File: src/rtl/baud_pkg.sv
package baud_pkg;
  localparam int unsigned DIV_W_DEF = 13;
  localparam int unsigned OSR_W_DEF = 5;

  typedef struct packed {
    logic load;  // setting changed or enable rose this edge
    logic run;   // counters advance this edge
  } gen_ctl_t;
endpackage

File: src/rtl/baud_cfg_track.sv
module baud_cfg_track
  import baud_pkg::*;
#(
  parameter int unsigned DIV_W = DIV_W_DEF,
  parameter int unsigned OSR_W = OSR_W_DEF
) (
  input  logic             clk_i,
  input  logic             rst_ni,
  input  logic             en_i,
  input  logic [DIV_W-1:0] div_i,
  input  logic [OSR_W-1:0] osr_i,
  output gen_ctl_t         ctl_o
);
  logic [DIV_W-1:0] div_q;
  logic [OSR_W-1:0] osr_q;
  logic             en_q;
  logic             chg;

  always_comb begin
    chg       = (div_i != div_q) || (osr_i != osr_q) || (en_i && !en_q);
    ctl_o.load = chg;
    ctl_o.run  = en_i && (div_i != '0) && !chg;
  end

  always_ff @(posedge clk_i or negedge rst_ni) begin
    if (!rst_ni) begin
      div_q <= '0;
      osr_q <= '0;
      en_q  <= 1'b0;
    end else begin
      div_q <= div_i;
      osr_q <= osr_i;
      en_q  <= en_i;
    end
  end
endmodule

File: src/rtl/baud_prescaler.sv
module baud_prescaler
  import baud_pkg::*;
#(
  parameter int unsigned DIV_W = DIV_W_DEF
) (
  input  logic             clk_i,
  input  logic             rst_ni,
  input  gen_ctl_t         ctl_i,
  input  logic [DIV_W-1:0] div_i,
  output logic             wrap_o,
  output logic             tick_o
);
  localparam logic [DIV_W-1:0] ONE = {{(DIV_W-1){1'b0}}, 1'b1};

  logic [DIV_W-1:0] cnt_q;

  assign wrap_o = ctl_i.run && (cnt_q == (div_i - ONE));

  always_ff @(posedge clk_i or negedge rst_ni) begin
    if (!rst_ni) begin
      cnt_q  <= '0;
      tick_o <= 1'b0;
    end else if (!ctl_i.run) begin
      cnt_q  <= '0;
      tick_o <= 1'b0;
    end else if (wrap_o) begin
      cnt_q  <= '0;
      tick_o <= 1'b1;
    end else begin
      cnt_q  <= cnt_q + ONE;
      tick_o <= 1'b0;
    end
  end
endmodule

File: src/rtl/baud_osr_stage.sv
module baud_osr_stage
  import baud_pkg::*;
#(
  parameter int unsigned OSR_W = OSR_W_DEF
) (
  input  logic             clk_i,
  input  logic             rst_ni,
  input  gen_ctl_t         ctl_i,
  input  logic             wrap_i,
  input  logic [OSR_W-1:0] osr_i,
  output logic             tick_o
);
  localparam logic [OSR_W-1:0] ONE = {{(OSR_W-1){1'b0}}, 1'b1};

  logic [OSR_W-1:0] cnt_q;

  always_ff @(posedge clk_i or negedge rst_ni) begin
    if (!rst_ni) begin
      cnt_q  <= '0;
      tick_o <= 1'b0;
    end else if (!ctl_i.run) begin
      cnt_q  <= '0;
      tick_o <= 1'b0;
    end else if (wrap_i) begin
      if (cnt_q == osr_i) begin
        cnt_q  <= '0;
        tick_o <= 1'b1;
      end else begin
        cnt_q  <= cnt_q + ONE;
        tick_o <= 1'b0;
      end
    end else begin
      tick_o <= 1'b0;
    end
  end
endmodule

File: src/rtl/baud_tick_gen.sv
module baud_tick_gen
  import baud_pkg::*;
#(
  parameter int unsigned DIV_W = DIV_W_DEF,
  parameter int unsigned OSR_W = OSR_W_DEF
) (
  input  logic             clk_i,
  input  logic             rst_ni,
  input  logic             en_i,
  input  logic [DIV_W-1:0] divisor_i,
  input  logic [OSR_W-1:0] osr_i,
  output logic             rx_tick_o,
  output logic             tx_tick_o
);
  gen_ctl_t ctl;
  logic     wrap;

  baud_cfg_track #(.DIV_W(DIV_W), .OSR_W(OSR_W)) u_cfg (
    .clk_i  (clk_i),
    .rst_ni (rst_ni),
    .en_i   (en_i),
    .div_i  (divisor_i),
    .osr_i  (osr_i),
    .ctl_o  (ctl)
  );

  baud_prescaler #(.DIV_W(DIV_W)) u_pre (
    .clk_i  (clk_i),
    .rst_ni (rst_ni),
    .ctl_i  (ctl),
    .div_i  (divisor_i),
    .wrap_o (wrap),
    .tick_o (rx_tick_o)
  );

  baud_osr_stage #(.OSR_W(OSR_W)) u_osr (
    .clk_i  (clk_i),
    .rst_ni (rst_ni),
    .ctl_i  (ctl),
    .wrap_i (wrap),
    .osr_i  (osr_i),
    .tick_o (tx_tick_o)
  );
endmodule

File: config.mk
export PLATFORM = sky130hd
export DESIGN_NAME = baud_tick_gen
export DESIGN_NICKNAME = d
export VERILOG_FILES = /design/src/rtl/baud_pkg.sv /design/src/rtl/baud_cfg_track.sv /design/src/rtl/baud_prescaler.sv /design/src/rtl/baud_osr_stage.sv /design/src/rtl/baud_tick_gen.sv
export SDC_FILE = /design/constraint.sdc
export NUM_CORES = 1
export LEC_CHECK = 0
export BUFFER_PORTS_ARGS = -buffer_cell sky130_fd_sc_hd__buf_4
export CORE_UTILIZATION = 50
export DETAILED_ROUTE_END_ITERATION = 16
export GPL_ROUTABILITY_DRIVEN = 0
export PLACE_DENSITY = 0.66
export SETUP_SLACK_MARGIN = 0.05
export SLEW_MARGIN = 20
export SYNTH_ARGS = -nofsm -noshare
export SYNTH_HDL_FRONTEND = slang
export SYNTH_HIERARCHICAL = 1
export SYNTH_SLANG_ARGS = --single-unit
File: constraint.sdc
create_clock -name clk_i -period 4.56 [get_ports clk_i]
set_clock_uncertainty 0.15 [all_clocks]
set_input_delay 0.684 -clock clk_i [delete_from_list [all_inputs] [get_ports clk_i]]
set_output_delay 0.684 -clock clk_i [all_outputs]
set_load 0.005 [all_outputs]
; After elaboration in Yosys (flattened, before gate mapping)
; Index checks and enable logic that the tools add are counted.
[word_totals]
ff_bits = 39
latchBits = 0
mem_bits_rw = 0
mem_bits_ro = 0
inputBits = 21
output_inout_bits = 2
elab_cells = 34
memories = 0
[classes]
add_sub_neg = 3
mul = 0
div = 0
n_lt_le_gt_ge = 0
eq_ne = 5
shifts = 0
muxes = 10
bitwise_logic = 0
reduce_logical = 9
[ops]
columns = cell, n
row1 = two-way mux 13 bit, 2
row2 = two-way mux 5 bit, 3
row3 = adder 13 x 1 -> 13 bit (second input constant), 1
row4 = equality test 13 bit, 1
row5 = inequality test 13 bit, 1
row6 = nonzero test 13 bit, 1
row7 = subtractor 13 x 1 -> 13 bit (second input constant), 1
row8 = adder 5 x 1 -> 5 bit (second input constant), 1
row9 = equality test 5 bit, 1
row10 = two-way mux 1 bit, 5
row11 = inequality test 5 bit, 1
row12 = logical AND 1 bit, 4
row13 = logical NOT 1 bit, 2
row14 = logical OR 1 bit, 2
row15 = inequality test 2 bit (second input constant), 1

; Depth between registers and ports, before layout
[logic_depth]
ltp_word = 8
ltp_mapped = 15

; Cells and area by module
; The synthesis kept the hierarchy.
[by_module_without_submodules]
columns = module, instances, cells_each, area_each_um2, seq_area_each_um2
row1 = baud_prescaler, 1, 130, 1237.4, 350.3
row2 = baud_cfg_track, 1, 53, 734.5, 475.5
row3 = baud_osr_stage, 1, 37, 359.1, 150.1

; Worst setup path after synthesis
; Ideal clock, no wire load.
[synth_path]
kind = input to register
start = input osr_i[2]
end = register u_osr.cnt_q[4]
arrival_ps = 3555
required_ps = 4316
setup_slack_ps = 761
cell_stages = 14
n_path_buf = 2
path_cell_list = xor2_1 nor4_2 nand2_1 nor4bb_1 inv_1 nor3_1 o2111ai_1 a311oi_2 buf_2 and3_1 buf_2 nand4_1 xor2_1 a211oi_1
[synth_lines]
columns = item, line
row1 = from (decl), baud_tick_gen.sv:11  ; input logic [OSR_W-1:0] osr_i,
row2 = to (signal assigned), baud_osr_stage.sv:29  ; cnt_q <= cnt_q + ONE;
row3 = to (decl), baud_osr_stage.sv:15  ; logic [OSR_W-1:0] cnt_q;

==> run summary <==
Max-cap violations: 0
CTS buffer count: 5
Clock tree root driver cell: clkbuf_8
Endpoint type of the worst setup path: flip-flop
CTS max path bufs: 2
Filler cell count: 382
Maximum clock frequency: 266 MHz
Hold Path Class: primary input to async pin
Syn nets: 242
Final worst slack: 0.806 ns
Crit Reg-Reg Endpoint: u_osr/cnt_q[3]$_DFFE_PN0P_
CP required: 4.62 ns
WL final: 5.02 mm
Wire length per cell: 17.1 microns
Core box area: 4410 sq um
Warnings, synthesis: 6
CTS tree: done
Worst-Margin Slew: 0.834 ns
RSZ-0062 raised after global routing: false
Area grow syn2layout: 12.5%
H-tree depth: 2
Violation count after the first detailed-route iteration: 41
Via density: 5.86
Max IR drop VDD: 0.156 mV
Hold buffers post-CTS: 0
Post-Synthesis Cells: 218
CP Launch Type: primary input
Row count: 24
Worst R2R Start: u_cfg/osr_q[4]$_DFF_PN0_
Final net count: 265
Place WS: 0.562 ns
Initial core utilization: 52.5%
Final TNS setup: 0 ns
Total GRT Usage: 22.4%
Antenna violations before repair: 0
DR DRC count: 0
Die area: 4910 sq um
Vias in the first global route: 1700
Vias: 1722
Most frequent cells in the layout: dfrtp_1 (39), buf_4 (25), xor2_1 (25)
Worst-Skew Late Latency: 0.29 ns
Global route overflow: 0
Max-slew violations: 0
Share of post-route cells with drive strength above 1: 23.1%
Reg-to-reg slack, setup: 0.95 ns
Period Utilization, post-route: 82.3%
Reg2reg path depth: 12
Final setup viols: 0
Fin. Hold Viols: 0
Slew Limit Headroom: 43.7%
Crit path max fanout: 12
Power Dens Cells: 255 nW/um^2
Leakage: 1.01 nW
Die extent in y: 70.1 microns
Total inserted antenna cells: 0
I/O Pins: 23
Die width: 70.1 microns
Routed Antenna Nets: 0
Clk pin slew, worst setup/hold paths: 0.08 ns
Post-detail-place hpwl: 3.58 mm
Final Critical Period: 3.75 ns
Most common cell after layout, fill and taps aside: dfrtp_1
Post-CTS Setup Bufs: 0
Largest net degree at the start of global routing: 40
Post-CTS sizing: 0
Clk sinks: 39
Crit path DAT: 3.81 ns
Outcome: completed
Buffers on Ports: 22
Avg Cell Area, Syn: 10.6 sq um
WS Path Type: primary input to flip-flop
TritonRoute pass-1 iters: 4
Post-Synthesis Cell Area: 2320 sq um
First-pass GRT wire length: 8.44 mm
-- where the power goes --
group | switching (mW) | internal, mW
Clock | 0.121 | 0.105
Sequential | 0.00341 | 0.354
Combinational | 0.0488 | 0.0344
-- layout make-up --
cell class,instances,area (sq um),share of cell area (%)
sequential,39,976,37.4
clock inverter,3,15.0,0.576
clock buffer,5,68.8,2.64
timing repair buffer,25,188,7.19
tap,52,65.1,2.49
inverter,6,22.5,0.863
multi-input combinational,164,1270,48.8
-- registers in the layout, summed over array words and instances, names as in the netlist --
signal	flops
u_cfg/en_q	1
u_cfg/osr_q	5
u_osr/cnt_q	5
u_pre/cnt_q	13
u_osr/tick_o	1
u_pre/tick_o	1
u_cfg/div_q	13
-- through the flow --
step,hold slack [ns],total power [mW],utilization [%],instances,cell area (sq um)
after floorplan,0.238,0.406,-,218,2320
after detailed placement,0.361,0.449,57.2,286,2520
after global placement,0.358,0.448,57.2,286,2520
after CTS,0.225,0.673,59.1,294,2610
final,0.207,0.666,59.1,294,2610
after global routing,0.239,0.698,59.1,294,2610
-- metal layers --
| layer | routed length [microns] | GRT usage, % |
|---|---|---|
| met1 | 2440 | 31.5 |
| met2 | 2280 | 34.3 |
| met3 | 243 | 5.77 |
| met4 | 52 | 5.78 |
| met5 | 0 | 0 |
-- how the worst max path moves through the flow --
stage                                       endpoint          from  slack, ns
after floorplan           u_osr/cnt_q[4]$_DFFE_PN0P_      osr_i[2]       0.81
after global placement    u_osr/cnt_q[3]$_DFFE_PN0P_  divisor_i[5]       0.73
after detailed placement  u_osr/cnt_q[4]$_DFFE_PN0P_  divisor_i[5]       0.56
after CTS                 u_osr/cnt_q[4]$_DFFE_PN0P_  divisor_i[5]       0.83
after global routing      u_osr/cnt_q[4]$_DFFE_PN0P_  divisor_i[5]       0.45
final                     u_osr/cnt_q[3]$_DFFE_PN0P_  divisor_i[5]       0.81
-- worst max-delay path: stages --
cell and delay, ns:
buf_4 0.15, xor2_1 0.17, nor4_2 0.23, nand2_1 0.08, nor4bb_1 0.72, inv_1 0.14
nor3_1 0.21, o2111ai_1 0.20, a311oi_2 0.28, and3_1 0.41, nand4_1 0.15, xor2_1 0.16
a211oi_1 0.20
Power figures use the tool's default switching activity.
